[src/rtl/rw_req_arbiter.sv]
module rw_req_arbiter #(
  parameter int ADDR_W  = 32,
  parameter int TAG_W   = 4,
  parameter int LEN_W   = 4,
  parameter int KIND_W  = 2,
  parameter int DEPTH   = 8
) (
  input  logic                                   clk,
  input  logic                                   rst_n,
  input  logic                                   wr_valid,
  output logic                                   wr_ready,
  input  logic [ADDR_W-1:0]                      wr_addr,
  input  logic [TAG_W-1:0]                       wr_tag,
  input  logic [LEN_W-1:0]                       wr_len,
  input  logic [KIND_W-1:0]                      wr_kind,
  input  logic                                   rd_valid,
  output logic                                   rd_ready,
  input  logic [ADDR_W-1:0]                      rd_addr,
  input  logic [TAG_W-1:0]                       rd_tag,
  input  logic [LEN_W-1:0]                       rd_len,
  input  logic [KIND_W-1:0]                      rd_kind,
  input  logic                                   q_pop,
  output logic [ADDR_W+TAG_W+LEN_W+KIND_W:0]     q_head,
  output logic                                   q_empty,
  output logic                                   q_full,
  output logic [$clog2(DEPTH):0]                 q_count
);
  localparam int ENT_W = 1 + ADDR_W + TAG_W + LEN_W + KIND_W;
  localparam int PTR_W = $clog2(DEPTH);

  logic [ENT_W-1:0] mem [DEPTH];
  logic [PTR_W:0]   wptr, rptr;
  logic             last_rd;
  logic             pick_wr, push, pop_ok;
  logic [ENT_W-1:0] din;

  assign q_count = wptr - rptr;
  assign q_empty = (wptr == rptr);
  assign q_full  = (q_count == (PTR_W+1)'(DEPTH));

  assign pick_wr  = wr_valid && (!rd_valid || last_rd);
  assign wr_ready = pick_wr && !q_full;
  assign rd_ready = rd_valid && !pick_wr && !q_full;
  assign push     = wr_ready || rd_ready;
  assign pop_ok   = q_pop && !q_empty;

  assign din = wr_ready ? {1'b1, wr_addr, wr_tag, wr_len, wr_kind}
                        : {1'b0, rd_addr, rd_tag, rd_len, rd_kind};
  assign q_head = mem[rptr[PTR_W-1:0]];

  always_ff @(posedge clk) begin
    if (!rst_n) begin
      wptr    <= '0;
      rptr    <= '0;
      last_rd <= 1'b1;
    end else begin
      if (push) begin
        wptr    <= wptr + 1'b1;
        last_rd <= rd_ready;
      end
      if (pop_ok) rptr <= rptr + 1'b1;
    end
  end

  always_ff @(posedge clk)
    if (push) mem[wptr[PTR_W-1:0]] <= din;


  one_grant_chk: assert property (@(posedge clk) disable iff (!rst_n)
    !(wr_ready && rd_ready));


  no_overflow_chk: assert property (@(posedge clk) disable iff (!rst_n)
    q_full |-> (!wr_ready && !rd_ready));


  count_bound_chk: assert property (@(posedge clk) disable iff (!rst_n)
    q_count <= (PTR_W+1)'(DEPTH));


  empty_pop_chk: assert property (@(posedge clk) disable iff (!rst_n)
    (q_pop && q_empty && !wr_ready && !rd_ready) |=> q_empty);


  alternate_chk: assert property (@(posedge clk) disable iff (!rst_n)
    (wr_valid && rd_valid && !q_full && $past(rst_n) && $past(wr_valid && wr_ready))
      |-> rd_ready);
endmodule

[config.mk]
export PLATFORM = sky130hd
export DESIGN_NAME = rw_req_arbiter
export DESIGN_NICKNAME = d
export VERILOG_FILES = /design/src/rtl/rw_req_arbiter.sv
export SDC_FILE = /design/constraint.sdc
export NUM_CORES = 1
export LEC_CHECK = 0
export CORE_UTILIZATION = 57
export CTS_CLUSTER_DIAMETER = 100
export CTS_CLUSTER_SIZE = 30
export DETAILED_ROUTE_END_ITERATION = 16
export DONT_BUFFER_PORTS = 1
export PLACE_DENSITY_LB_ADDON = 0.08
export SLEW_MARGIN = 5
export SYNTH_ARGS = -nofsm -noshare
export SYNTH_HDL_FRONTEND = slang
export SYNTH_SLANG_ARGS = --single-unit
[constraint.sdc]
create_clock -name clk -period 6.05 [get_ports clk]
set_input_delay 1.21 -clock clk [delete_from_list [all_inputs] [get_ports clk]]
set_output_delay 1.21 -clock clk [all_outputs]
set_load 0.005 [all_outputs]
==> flow_summary.json <==
{
  "outcome": "finished clean",
  "synth_largest_area_cell": "edfxtp_1",
  "core_area_mm2": 0.02446,
  "die_w_um": 160.4,
  "syn_avg_cell_area_um2": 22.89,
  "grt_max_degree": 56,
  "synth_cell_type_count": 39,
  "final.setup.worst_slack_ns": 1.685,
  "initial_utilization_pct": 58.48,
  "synth-main-ff-cell": "edfxtp_1",
  "switching_share_pct": 27.89,
  "dr.pass1.iters": 4,
  "syn_area_mm2": 0.01431,
  "post_cts_resized": 0,
  "setup_tns_ns": 0,
  "required_ns": 4.84,
  "end_kind": "primary output",
  "netlist.area_leader.share_pct": 72.21,
  "slowest_stage": "and3_4",
  "via_per_inst": 6.238,
  "cp_top_family": "simple AND/OR/NAND/NOR gates",
  "crit_chain": "inv_1 -> ha_1 -> inv_1 -> fa_1 -> xor2_1 -> nor3_2 -> nand3_4 -> and3_4",
  "vias": 5976,
  "critical_path.max_fanout": 51,
  "track_usage_pct": 20.08,
  "drtAntennaViolNets": 0,
  "pwr-share-comb_pct": 28.5,
  "cts_buffer_depth": 3,
  "grt_pass1_wl_mm": 38.19,
  "crit_buf_inv": 2,
  "clock.fmax_mhz": 229.1,
  "grt_overflow_total": 0,
  "htreeDepth": 1,
  "hold_class": "reg -> reg",
  "relSlewSlack_pct": 30.95,
  "gp_congestion": 0.7568,
  "ys_seq_elements": 356,
  "root_buffer": "clkbuf_16",
  "p_clk_share_pct": 18.2,
  "fp.dieArea_mm2": 0.02574,
  "dp_slack_ns": 2.207,
  "synthTopCellsByCount": "edfxtp_1, mux4_2, mux2_2",
  "postSynthCellCount": 625,
  "routedWlPerCell_um": 26.51,
  "remaining_drc_errors": 0,
  "clk_pin_slew_worst_paths_ns": 0.10,
  "seqPwrFrac_pct": 53.3,
  "synth_area_leaders": "edfxtp_1, mux4_2, mux2_4",
  "seq_area_frac_synth_pct": 73.88,
  "cts_tree": "done",
  "hold_viol_final": 0,
  "rows": 57,
  "final_nets": 720,
  "cts_buffers": 15,
  "cp-start-kind": "flip-flop",
  "antenna_found_initial": 0,
  "clock_skew_ns": 0.03666,
  "drive_above_1_share_pct": 34.23,
  "peakVddDrop_mv": 0.3020,
  "post_cts_buffers": 0,
  "postSynth.asyncResetShare_pct": 0,
  "p_int_uw": 4781,
  "port-buffer-count": 0,
  "io_pins": 140,
  "ctsHoldBuffers": 0,
  "synth_edf_count": 344,
  "syn2layout_area_growth_pct": 5.790,
  "drv_cap": 0,
  "grt_pass1_vias": 6276,
  "p_leak_uw": 0.004663,
  "drv_slew": 0,
  "rsz0062_at_grt": "no",
  "power.density_mw_per_mm2": 438.1,
  "path_common_cell": "inv_1",
  "setup_viol": 0,
  "fin_crit_ns": 4.365,
  "yosysWarningCount": 0,
  "path_class": "reg -> out",
  "antenna_cells": 0,
  "drt_iter0_markers": 413,
  "arrival_ns": 3.15,
  "cts_sinks": 356,
  "dpl.hpwl_mm": 14.04,
  "drt_wl_total_mm": 25.40,
  "post-synth-top-count-cell": "edfxtp_1",
  "worst_slew_pin_slew_ns": 1.027,
  "syn_nets": 720,
  "clk_latency_ns": 0.53,
  "die_y_um": 160.4,
  "period_share_pct": 72.14,
  "crit_path_max_incr_delay_ns": 0.84,
  "p_switching_uw": 1849
}
-- per-layer routing --
layer,vias to the layer above,track usage [%],wire length (um)
li1,2589,-,-
met1,3189,27.66,10560
met2,175,34.30,13000
met3,23,3.099,1395
met4,0,4.329,443
met5,-,0,0
-- registers in the layout, indices dropped and copies added (netlist names), named ones only --
signal   count
wptr         4
last_rd      1
mem        344
rptr         4
-- kinds of logic after synthesis --
logic type	after synthesis	share of synthesized area (%)
AOI/OAI and AO/OA	10	0.5248
xor gates and xnor gates	7	0.4286
buffers and inverters	40	1.670
and+or+nand+nor	33	1.522
muxes	173	21.39
DFF	356	73.88
adders and majority gates	6	0.5772
-- worst min-delay path: stages, from the launching register on --
cell	delay, ns
dfxtp_1	0.35
nand2_1	0.06
mux2i_1	0.06
-- worst paths after layout --
kind	depth (start not counted)	slack, ns	from	end
hold reg to reg	2	0.50	wptr[3]	wptr[3]
hold / removal	2	0.50	wptr[3]	wptr[3]
setup reg to reg	10	2.39	wptr[0]	mem[3][27]
setup / recovery	8	1.69	wptr[0]	wr_ready
-- power by group through the flow --
stage / Sequential [uW] / Combinational [uW] / Clock [uW]
2_1_floorplan: 3490 / 1580 / 0
3_3_place_gp: 3570 / 1880 / 0
3_5_place_dp: 3600 / 1930 / 0
4_1_cts: 3550 / 1940 / 1240
5_1_grt: 3590 / 2040 / 1310
6_report: 3540 / 1890 / 1200
-- layout make-up --
type	count	area (um2)
well taps	324	405.4
inverters	9	33.78
fillers	1650	9328
clock inverters	2	38.79
clock buffers	24	409.1
repair buffers	14	130.1
multi-input cells	229	3538
flip-flops and latches	356	10580
-- stage by stage --
| step | instances | util, % | power [uW] | hold slack [ns] | cell area (um2) |
|---|---|---|---|---|---|
| global route | 958 | 61.87 | 6938 | 0.5516 | 15130 |
| floorplan | 625 | - | 5073 | 0.4552 | 14310 |
| global placement | 932 | 60.04 | 5450 | 0.4676 | 14690 |
| CTS | 958 | 61.87 | 6724 | 0.5055 | 15130 |
| detailed placement | 932 | 60.04 | 5533 | 0.4898 | 14690 |
| finish | 958 | 61.87 | 6630 | 0.5020 | 15130 |
-- layout by cell type (no fill, tap or decap), types with 2 or more instances in the layout --
master / synthesis / routed
nand2_1: 5 / 5
nor2_1: 2 / 2
dfxtp_1: 12 / 9
buf_12: 5 / 2
xor2_1: 2 / 2
mux2i_1: 2 / 2
nor4_2: 0 / 4
buf_4: 0 / 12
and2_1: 7 / 7
xnor2_1: 5 / 5
a21oi_1: 2 / 2
inv_1: 9 / 9
edfxtp_1: 344 / 344
mux2_1: 3 / 3
nor3_2: 1 / 4
nand2b_1: 2 / 2
clkbuf_1: 18 / 9
dfxtp_4: 0 / 2
o21ai_0: 2 / 2
mux2_2: 43 / 43
mux4_2: 86 / 86
mux2_4: 39 / 39
clkbuf_16: 0 / 15
ha_1: 5 / 5
Power figures use the tool's default switching activity.
